## src/rtl/vscan_addr_gen.sv

```systemverilog
module vscan_addr_gen #(
  parameter int ADDR_W = 16,
  parameter int LINE_W = 12,
  parameter int ROW_W  = 5
) (
  input  logic              clk,
  input  logic              rst_n,
  input  logic              frame_stb,
  input  logic              line_stb,
  input  logic              dbl_scan_en,
  input  logic              ext_mode,
  input  logic [ROW_W-1:0]  max_row,
  input  logic              lcmp_b9,
  input  logic              lcmp_b8,
  input  logic [7:0]        lcmp_lo,
  input  logic              vbs_b9,
  input  logic              vbs_b8,
  input  logic [3:0]        vbs_ext,
  input  logic [7:0]        vbs_lo,
  input  logic [7:0]        start_hi,
  input  logic [7:0]        start_lo,
  input  logic [ADDR_W-1:0] row_offset,
  output logic [ROW_W-1:0]  row_scan,
  output logic [ADDR_W-1:0] line_addr,
  output logic              vblank
);

  logic [LINE_W-1:0] line_cnt;
  logic              dbl_phase;

  wire [LINE_W-1:0] lcmp_val  = LINE_W'({lcmp_b9, lcmp_b8, lcmp_lo});
  wire [LINE_W-1:0] vbs_std   = LINE_W'({vbs_b9, vbs_b8, vbs_lo});
  wire [LINE_W-1:0] vbs_xt    = LINE_W'({vbs_ext, vbs_lo});
  wire [LINE_W-1:0] vbs_val   = ext_mode ? vbs_xt : vbs_std;
  wire [ADDR_W-1:0] start_adr = ADDR_W'({start_hi, start_lo});

  wire [LINE_W-1:0] next_line = line_cnt + 1'b1;
  wire              hit_cmp   = (next_line == lcmp_val);
  wire              hit_blank = (next_line == vbs_val);
  wire              advance   = !dbl_scan_en || dbl_phase;
  wire              row_end   = (row_scan == max_row);

  always_ff @(posedge clk or negedge rst_n) begin
    if (!rst_n) begin
      line_cnt  <= '0;
      dbl_phase <= 1'b0;
      row_scan  <= '0;
      line_addr <= '0;
      vblank    <= 1'b0;
    end else if (frame_stb) begin
      line_cnt  <= '0;
      dbl_phase <= 1'b0;
      row_scan  <= '0;
      line_addr <= (lcmp_val == '0) ? '0 : start_adr;
      vblank    <= (vbs_val == '0);
    end else if (line_stb) begin
      line_cnt <= next_line;
      vblank   <= vblank | hit_blank;
      if (hit_cmp) begin
        dbl_phase <= 1'b0;
        row_scan  <= '0;
        line_addr <= '0;
      end else begin
        dbl_phase <= dbl_scan_en ? !dbl_phase : 1'b0;
        if (advance) begin
          if (row_end) begin
            row_scan  <= '0;
            line_addr <= line_addr + row_offset;
          end else begin
            row_scan <= row_scan + 1'b1;
          end
        end
      end
    end
  end

endmodule

```

## config.mk

```make
export PLATFORM = sky130hd
export DESIGN_NAME = vscan_addr_gen
export DESIGN_NICKNAME = d
export VERILOG_FILES = /design/src/rtl/vscan_addr_gen.sv
export SDC_FILE = /design/constraint.sdc
export NUM_CORES = 1
export LEC_CHECK = 0
export ABC_AREA = 1
export BUFFER_PORTS_ARGS = -buffer_cell sky130_fd_sc_hd__buf_2
export CAP_MARGIN = 15
export CORE_UTILIZATION = 50
export DETAILED_ROUTE_END_ITERATION = 16
export HOLD_SLACK_MARGIN = 0.1
export PLACE_DENSITY = 0.77
export SYNTH_ARGS = -nofsm -noshare
export SYNTH_HDL_FRONTEND = slang
export SYNTH_SLANG_ARGS = --single-unit
export TNS_END_PERCENT = 100
```

## constraint.sdc

```tcl
create_clock -name clk -period 2.4 [get_ports clk]
set_input_delay 0.24 -clock clk [delete_from_list [all_inputs] [get_ports clk]]
set_output_delay 0.24 -clock clk [all_outputs]
set_load 0.05 [all_outputs]
```

==> tab_implementation.tex, run 1 <==
\begin{tabular}{lr}
\hline
Metric & Value \\
\hline
\multicolumn{2}{l}{\textbf{Run status}} \\
\quad Run status & complete, no violations \\
\multicolumn{2}{l}{\textbf{STA}} \\
\quad Share of the cycle needed by the critical path after routing & roughly nine tenths \\
\quad Maximum clock skew at final layout & around 0.012 ns \\
\quad Worst slew margin relative to its limit & 46.2\% \\
\quad Max Transition Viols Final & 0 \\
\quad Unrepaired setup endpoints after global routing & false \\
\quad Max Clock Freq & around 460 MHz \\
\quad Final hold viol count & 0 \\
\quad Tightest Pin Transition & about 0.81 ns \\
\quad Final setup violation count & 0 \\
\quad Final critical-path required period & around 2.2 ns \\
\quad Setup TNS after final layout & 0 ns \\
\multicolumn{2}{l}{\textbf{Placement}} \\
\quad Gpl congestion & roughly 0.96 \\
\quad Cell area after placement & approximately 3700 µm² \\
\quad \# port buffers & 88 \\
\quad Final HPWL from detailed placement & $\sim$7100 µm \\
\quad Placed instance count & roughly 650 \\
\multicolumn{2}{l}{\textbf{Routing}} \\
\quad Drt initial violations & between 200 and 250 \\
\quad First-pass iteration count of the detailed router & 5 \\
\quad Wire length per cell after detailed routing & between 10 and 15 µm \\
\quad Via total after detailed routing & between 3000 and 4000 \\
\quad Routed via count divided by cell count & about 5.3 \\
\quad Residual DRC & 0 \\
\quad Detailed-route wire length & between 8000 and 9000 µm \\
\quad Remaining antenna violation count & 0 \\
\multicolumn{2}{l}{\textbf{Die}} \\
\quad Placeable core region & between 6000 and 7000 µm² \\
\quad Floorplan die width & roughly 82 µm \\
\quad Number of standard-cell rows in the floorplan & 28 \\
\quad Starting Density & between 50\% and 60\% \\
\quad Die outline height & a little over 80 µm \\
\quad Die Area & about 6700 µm² \\
\quad Num ports & 89 \\
\multicolumn{2}{l}{\textbf{Yosys}} \\
\quad Proportion of register bits with asynchronous set or reset after synthesis & 100\% \\
\quad Top FF cell, synth & dfrtp\_1 \\
\quad Average size of a mapped cell & about 6.5 µm² \\
\quad Syn Std Cell Area & 3210 µm² \\
\quad Number of synthesized flops with an enable pin & 0 \\
\quad Dominant cell type by area after synthesis & dfrtp\_1 \\
\quad Count of unique library cells instantiated by Yosys & 36 \\
\quad Top cell types by occurrence after synthesis & 170 x nand2\_1, 68 x nand3\_1, 45 x inv\_1, 35 x dfrtp\_1, 30 x nor2\_1 \\
\quad Syn nets & slightly below 600 \\
\quad Sequential area share after synthesis & a little over a quarter \\
\quad Cell types with the largest area share after synthesis & dfrtp\_1 27\%, nand2\_1 20\%, nand3\_1 11\% \\
\quad Register bit total from synthesis & 35 \\
\quad Cell with the most instances after synthesis & nand2\_1 \\
\quad Top-area cell type share of the netlist area & approximately 27\% \\
\quad Count of warnings emitted by yosys & 0 \\
\quad Post-Syn Instances & 493 \\
\multicolumn{2}{l}{\textbf{Critical path}} \\
\quad Data arrival time of the worst path & around 2.4 ns \\
\quad Largest fanout on the critical path & 11 \\
\quad Minimum setup slack among reg-to-reg paths & 0.22 ns \\
\quad Critical path data required time & 2.64 ns \\
\quad Worst R2R Path Depth & 14 \\
\quad Sort of element at the start of the critical path & flip-flop \\
\quad Nature of the critical path endpoint & flip-flop \\
\quad Setup CP Type & reg2reg \\
\multicolumn{2}{l}{\textbf{Layout}} \\
\quad Antenna cell count & 0 \\
\quad Number of nets in the finished design & approximately 670 \\
\quad Area growth from synthesis to final layout & 20.5\% \\
\quad Total non-filler cell area in the finished layout & slightly below 4000 µm² \\
\quad Fraction of final layout cells with drive strength greater than 1 & roughly a fifth \\
\quad Post-route insts no fill & between 600 and 700 \\
\multicolumn{2}{l}{\textbf{Global route}} \\
\quad Initial antenna violation count & 0 \\
\quad Total congestion overflow & 0 \\
\quad Busiest grt layer & met2 \\
\quad Maximum number of pins on one net before global-route repair & 36 \\
\quad GRT met1 Usage & about 34\% \\
\quad Met2 usage in global routing & approximately 50\% \\
\quad Total global-route track usage & roughly 28\% \\
\quad Global-route wire length before repair & $\sim$14000 µm \\
\quad Via count of the first global-routing pass & 3210 \\
\quad Met3 routing resource usage after global routing & $\sim$3.5\% \\
\multicolumn{2}{l}{\textbf{Hold path}} \\
\quad Hold Crit Class & in2reg \\
\quad Hold-critical path depth & 5 \\
\multicolumn{2}{l}{\textbf{Clock network}} \\
\quad Insertion delay to the later sink of the worst-skew pair & roughly 0.3 ns \\
\quad Max clock buf depth & 2 \\
\quad Clock slew seen by the registers of the worst setup and hold paths & around 0.07 ns \\
\quad Number of buffers created by CTS & 5 \\
\quad Root buf cell & clkbuf\_8 \\
\quad Depth of the CTS H-tree & 2 \\
\quad CTS tree & done \\
\quad \# clock sinks & 35 \\
\multicolumn{2}{l}{\textbf{Pwr}} \\
\quad Final Total Pwr & around 2700 µW \\
\quad Worst IR Drop VDD & about 0.4 mV \\
\quad Power density over the cells & slightly below 700 nW/µm² \\
\quad Leakage power total & 0.00214 µW \\
\multicolumn{2}{l}{\textbf{Job}} \\
\quad Max capacitance violation total & 0 \\
\hline
\end{tabular}
[critical path: stages, from the launching register on]
cell and delay [ns]:
dfrtp_1 0.39, ha_1 0.19, nand2_2 0.11, o21bai_1 0.21
nand2_1 0.13, nand2_1 0.08, nand2_1 0.05, nor2_1 0.12
nand2_1 0.08, nor2_2 0.12, nand2_2 0.11, o211ai_4 0.16
buf_6 0.20, nand3_1 0.09, nand2_1 0.07
[what timing repair did]
action	4_1_cts	5_1_grt
endpoints found under the hold margin	35	0
endpoints found under the setup margin	0	22
hold buffers	1	0
resized for setup	0	6
setup buffers	0	1
[layout make-up]
| cell class | count | area [µm²] |
|---|---|---|
| Clock buffer | 6 | 82.6 |
| Clock inverter | 1 | 5.00 |
| Fill cell | 595 | 2190 |
| Inverter | 47 | 176 |
| Multi-Input combinational cell | 400 | 2110 |
| Sequential cell | 35 | 876 |
| Tap cell | 75 | 93.8 |
| Timing Repair Buffer | 98 | 522 |
[per-stage QoR]
stage                     util (%)  worst slack [ns]  hold slack [ns]
after global placement        61.7             0.202            0.366
final                         63.8             0.224            0.264
after global routing          63.8            0.0156            0.299
after detailed placement      61.7             0.119            0.364
after floorplan                  -             0.301          -0.0556
after CTS                     63.3            0.0849            0.272
[registers in the layout, summed over array words and instances (netlist names)]
| register | count |
|---|---|
| line_addr | 16 |
| line_cnt | 12 |
| row_scan | 5 |
| dbl_phase | 1 |
| vblank | 1 |
[layer usage]
metal	wire (µm)	share of wire, %
met1	3890	44
met2	4440	50
met3	378	4.2
met4	216	2.4
met5	0	0
[path summary, 6_finish.rpt]
check	from	endpoint
min in group asynchronous	rst_n	dbl_phase
worst min-delay path	start_lo[0]	line_addr[0]
max in group asynchronous	rst_n	line_addr[0]
worst min register to register	dbl_phase	dbl_phase
worst max-delay path	line_cnt[1]	line_addr[7]
worst max register to register	line_cnt[1]	line_addr[7]
[layout by cell type (no fill, tap or decap), drive strengths merged]
cell type	count
nand4	11
clkinv	1
nand3	68
buf	97
dlygate4sd3	1
o21a	1
a21o	1
o211ai	4
nand2	176
a21oi	19
nor2	33
o21bai	1
nor3	3
or2	3
xor2	17
inv	47
o22ai	6
or4	1
fa	1
o21ai	20
and2	1
nand3b	2
nor4	3
dfrtp	35
mux2	1
clkbuf	6
a41oi	1
xnor2	10
ha	17
[logic make-up (layout without fill, tap and decap cells)]
| logic type | count (synthesis) | in the layout | share of synthesized area, % |
|---|---|---|---|
| DFF | 35 | 35 | 27.3 |
| buffers and inverters | 59 | 152 | 7.48 |
| and+or+nand+nor | 300 | 301 | 40.7 |
| AOI/OAI and AO/OA | 53 | 53 | 9.59 |
| adders and majority gates | 18 | 18 | 7.25 |
| xor gates and xnor gates | 27 | 27 | 7.37 |
| muxes | 1 | 1 | 0.351 |
[report_power, final]
| group | internal, µW | switching [µW] | leakage (µW) | total [µW] |
|---|---|---|---|---|
| Sequential | 677 | 88.9 | 0.000459 | 766 |
| Combinational | 478 | 961 | 0.00163 | 1440 |
| Clock | 225 | 223 | 0.0000470 | 448 |
| Total | 1380 | 1270 | 0.00214 | 2650 |
(Power assumes the default switching activity.)
==> run 2, diff against run 1 <==
Settings changed: CELL_PAD_IN_SITES_DETAIL_PLACEMENT from default to 2, CELL_PAD_IN_SITES_GLOBAL_PLACEMENT from default to 2, CORE_UTILIZATION 50 to 28, PLACE_DENSITY 0.77 to default, PLACE_DENSITY_LB_ADDON from default to 0.1.
==> tab_implementation.tex, run 2 (synthesis results as in run 1) <==
\begin{tabular}{lr}
\hline
Metric & Value \\
\hline
\multicolumn{2}{l}{\textbf{STA}} \\
\quad Final hold viol count & 0 \\
\quad Max Clock Freq & roughly 440 MHz \\
\quad Setup TNS after final layout & 0 ns \\
\quad Max Transition Viols Final & 0 \\
\quad Worst slew margin relative to its limit & about two fifths \\
\quad Final setup violation count & 0 \\
\quad Final critical-path required period & approximately 2.3 ns \\
\quad Maximum clock skew at final layout & around 0.0062 ns \\
\quad Fin worst setup slack & 0.112 ns \\
\quad Share of the cycle needed by the critical path after routing & between 90\% and 100\% \\
\quad Tightest Pin Transition & $\sim$0.88 ns \\
\multicolumn{2}{l}{\textbf{Layout}} \\
\quad Area growth from synthesis to final layout & 28.4\% \\
\quad Reg with most FFs & line\_addr \\
\quad Most common cell after layout, fill and taps aside & nand2\_1 \\
\quad Top library cells by usage in the layout, fill and taps aside & 160 x nand2\_1, 88 x buf\_2, 67 x nand3\_1 \\
\quad Antenna cell count & 0 \\
\quad Max FFs per register & 16 \\
\quad Total non-filler cell area in the finished layout & 4120 µm² \\
\quad Number of nets in the finished design & 680 \\
\quad Largest registers & line\_addr x16, line\_cnt x12, row\_scan x5 \\
\quad Fraction of final layout cells with drive strength greater than 1 & between 20\% and 30\% \\
\multicolumn{2}{l}{\textbf{Die}} \\
\quad Placeable core region & around 11000 µm² \\
\quad Num ports & 89 \\
\quad Die outline height & between 100 and 150 µm \\
\quad Number of standard-cell rows in the floorplan & 38 \\
\quad Starting Density & approximately 29\% \\
\quad Floorplan die width & about 110 µm \\
\quad Die Area & 11900 µm² \\
\multicolumn{2}{l}{\textbf{Critical path}} \\
\quad Reg-to-Reg End & line\_addr[13] \\
\quad Minimum setup slack among reg-to-reg paths & roughly 0.11 ns \\
\quad Buffers and inverters on the worst path & 2 \\
\quad Top cell family by delay on the critical path & simple AND/OR/NAND/NOR gates \\
\quad List of cells traversed by the critical path & ha\_2 > nand2\_2 > nor2\_4 > buf\_4 > nand4\_1 > nand2\_2 > nand2\_1 > nand2\_1 > nand3\_1 > inv\_2 > nand2\_4 > o211ai\_4 > nand2\_4 > nand2\_2 > nand2\_1 \\
\quad Worst R2R Path Depth & 15 \\
\quad Critical path data required time & around 2.6 ns \\
\quad Nature of the critical path endpoint & flip-flop \\
\quad Setup CP Type & reg2reg \\
\quad Largest fanout on the critical path & 8 \\
\quad Data arrival time of the worst path & about 2.5 ns \\
\quad Slowest stage delay, CP & roughly 0.40 ns \\
\quad Cell with the biggest individual delay on the critical path & dfrtp\_1 \\
\quad R2R Path Start & line\_cnt[1] \\
\quad Sort of element at the start of the critical path & flip-flop \\
\multicolumn{2}{l}{\textbf{Job}} \\
\quad Max capacitance violation total & 0 \\
\multicolumn{2}{l}{\textbf{Hold path}} \\
\quad Hold Crit Class & in2async \\
\multicolumn{2}{l}{\textbf{Global route}} \\
\quad Maximum number of pins on one net before global-route repair & 36 \\
\quad Total congestion overflow & 0 \\
\quad Global-route wire length before repair & about 21000 µm \\
\quad Initial antenna violation count & 0 \\
\quad Total global-route track usage & between 20\% and 30\% \\
\quad Via count of the first global-routing pass & 4132 \\
\multicolumn{2}{l}{\textbf{Run status}} \\
\quad Run status & complete, no violations \\
\multicolumn{2}{l}{\textbf{Routing}} \\
\quad Remaining antenna violation count & 0 \\
\quad First-pass iteration count of the detailed router & 4 \\
\quad Residual DRC & 0 \\
\quad Routed via count divided by cell count & around 5.1 \\
\quad Detailed-route wire length & 12900 µm \\
\quad Drt initial violations & 97 \\
\quad Via total after detailed routing & roughly 3700 \\
\quad Wire length per cell after detailed routing & approximately 18 µm \\
\multicolumn{2}{l}{\textbf{Pwr}} \\
\quad Final Total Pwr & 2950 µW \\
\quad Leakage power total & roughly 0.0022 µW \\
\quad Power density over the cells & around 720 nW/µm² \\
\quad Worst IR Drop VDD & between 0.3 and 0.4 mV \\
\multicolumn{2}{l}{\textbf{Placement}} \\
\quad Gpl congestion & around 0.84 \\
\quad \# port buffers & 88 \\
\quad Cell area after placement & 3840 µm² \\
\quad Worst slack, placed & -0.0965 ns \\
\quad Final HPWL from detailed placement & slightly above 10000 µm \\
\multicolumn{2}{l}{\textbf{Clock network}} \\
\quad Clock slew seen by the registers of the worst setup and hold paths & 0.06 ns \\
\quad Max clock buf depth & 2 \\
\quad \# clock sinks & 35 \\
\quad CTS tree & done \\
\quad Depth of the CTS H-tree & 2 \\
\quad Root buf cell & clkbuf\_16 \\
\quad Number of buffers created by CTS & 5 \\
\quad Number of buffers inserted by hold repair at cts & 0 \\
\quad Insertion delay to the later sink of the worst-skew pair & approximately 0.28 ns \\
\hline
\end{tabular}
-- run 2: routing by layer --
metal | part of all wire [%] | GRT usage (%) | vias up
met1 | 44 | 26.9 | 1829
met2 | 51 | 42.9 | 51
met5 | 0 | 0 | -
met4 | 2.5 | 6.95 | 0
li1 | - | - | 1827
met3 | 1.7 | 1.49 | 17
-- run 2: worst reg2reg max path: cells and delay by family, from the launching register on --
family / cells / cell delay [ns]
AND/OR/NAND/NOR: 11 / 1.21
flip-flops: 1 / 0.40
buffers and inverters: 2 / 0.22
adder cells (fa/ha/maj): 1 / 0.21
AO/OA/AOI/OAI: 1 / 0.15
-- run 2: report_power, final --
part / internal [µW] / total [µW] / switching [µW]
Combinational: 489 / 1500 / 1010
Clock: 406 / 662 / 256
Sequential: 678 / 788 / 111
-- run 2: worst max-delay path by stage --
| stage | startpoint | end | slack (ns) | cells past startpoint |
|---|---|---|---|---|
| final | line_cnt[1] | line_addr[13] | 0.11 | 15 |
| after global routing | line_cnt[1] | line_addr[13] | -0.07 | 15 |
| after CTS | line_cnt[1] | line_addr[11] | 0.02 | 17 |
| after detailed placement | line_cnt[1] | row_scan[4] | -0.1 | 16 |
| after global placement | line_cnt[1] | line_addr[11] | 0.07 | 17 |
| after floorplan | line_addr[0] | line_addr[12] | 0.30 | 12 |
-- run 2: final cells by class --
class                      count  area (µm²)
clock inverter                 1        5.00
clock buffer                   6         139
inverter                      47         176
sequential                    35         876
fill                        1360        6860
tap                          140         175
multi-input combinational    400        2160
timing repair buffer         106         587
-- run 2: timing repair --
action	4_1_cts	5_1_grt
pin swaps	2	5
setup buffers	3	5
hold endpoints to repair	0	0
endpoints found under the setup margin	22	22
resized for setup	5	20
gates cloned	1	0
-- run 2: through the flow --
step / hold WS, ns / std cells / utilization [%]
finish: 0.0814 / 735 / 37.5
global route: 0.167 / 735 / 37.5
detailed placement: 0.412 / 719 / 34.9
CTS: 0.113 / 730 / 36.6
global placement: 0.404 / 719 / 34.9
floorplan: -0.0556 / 493 / -
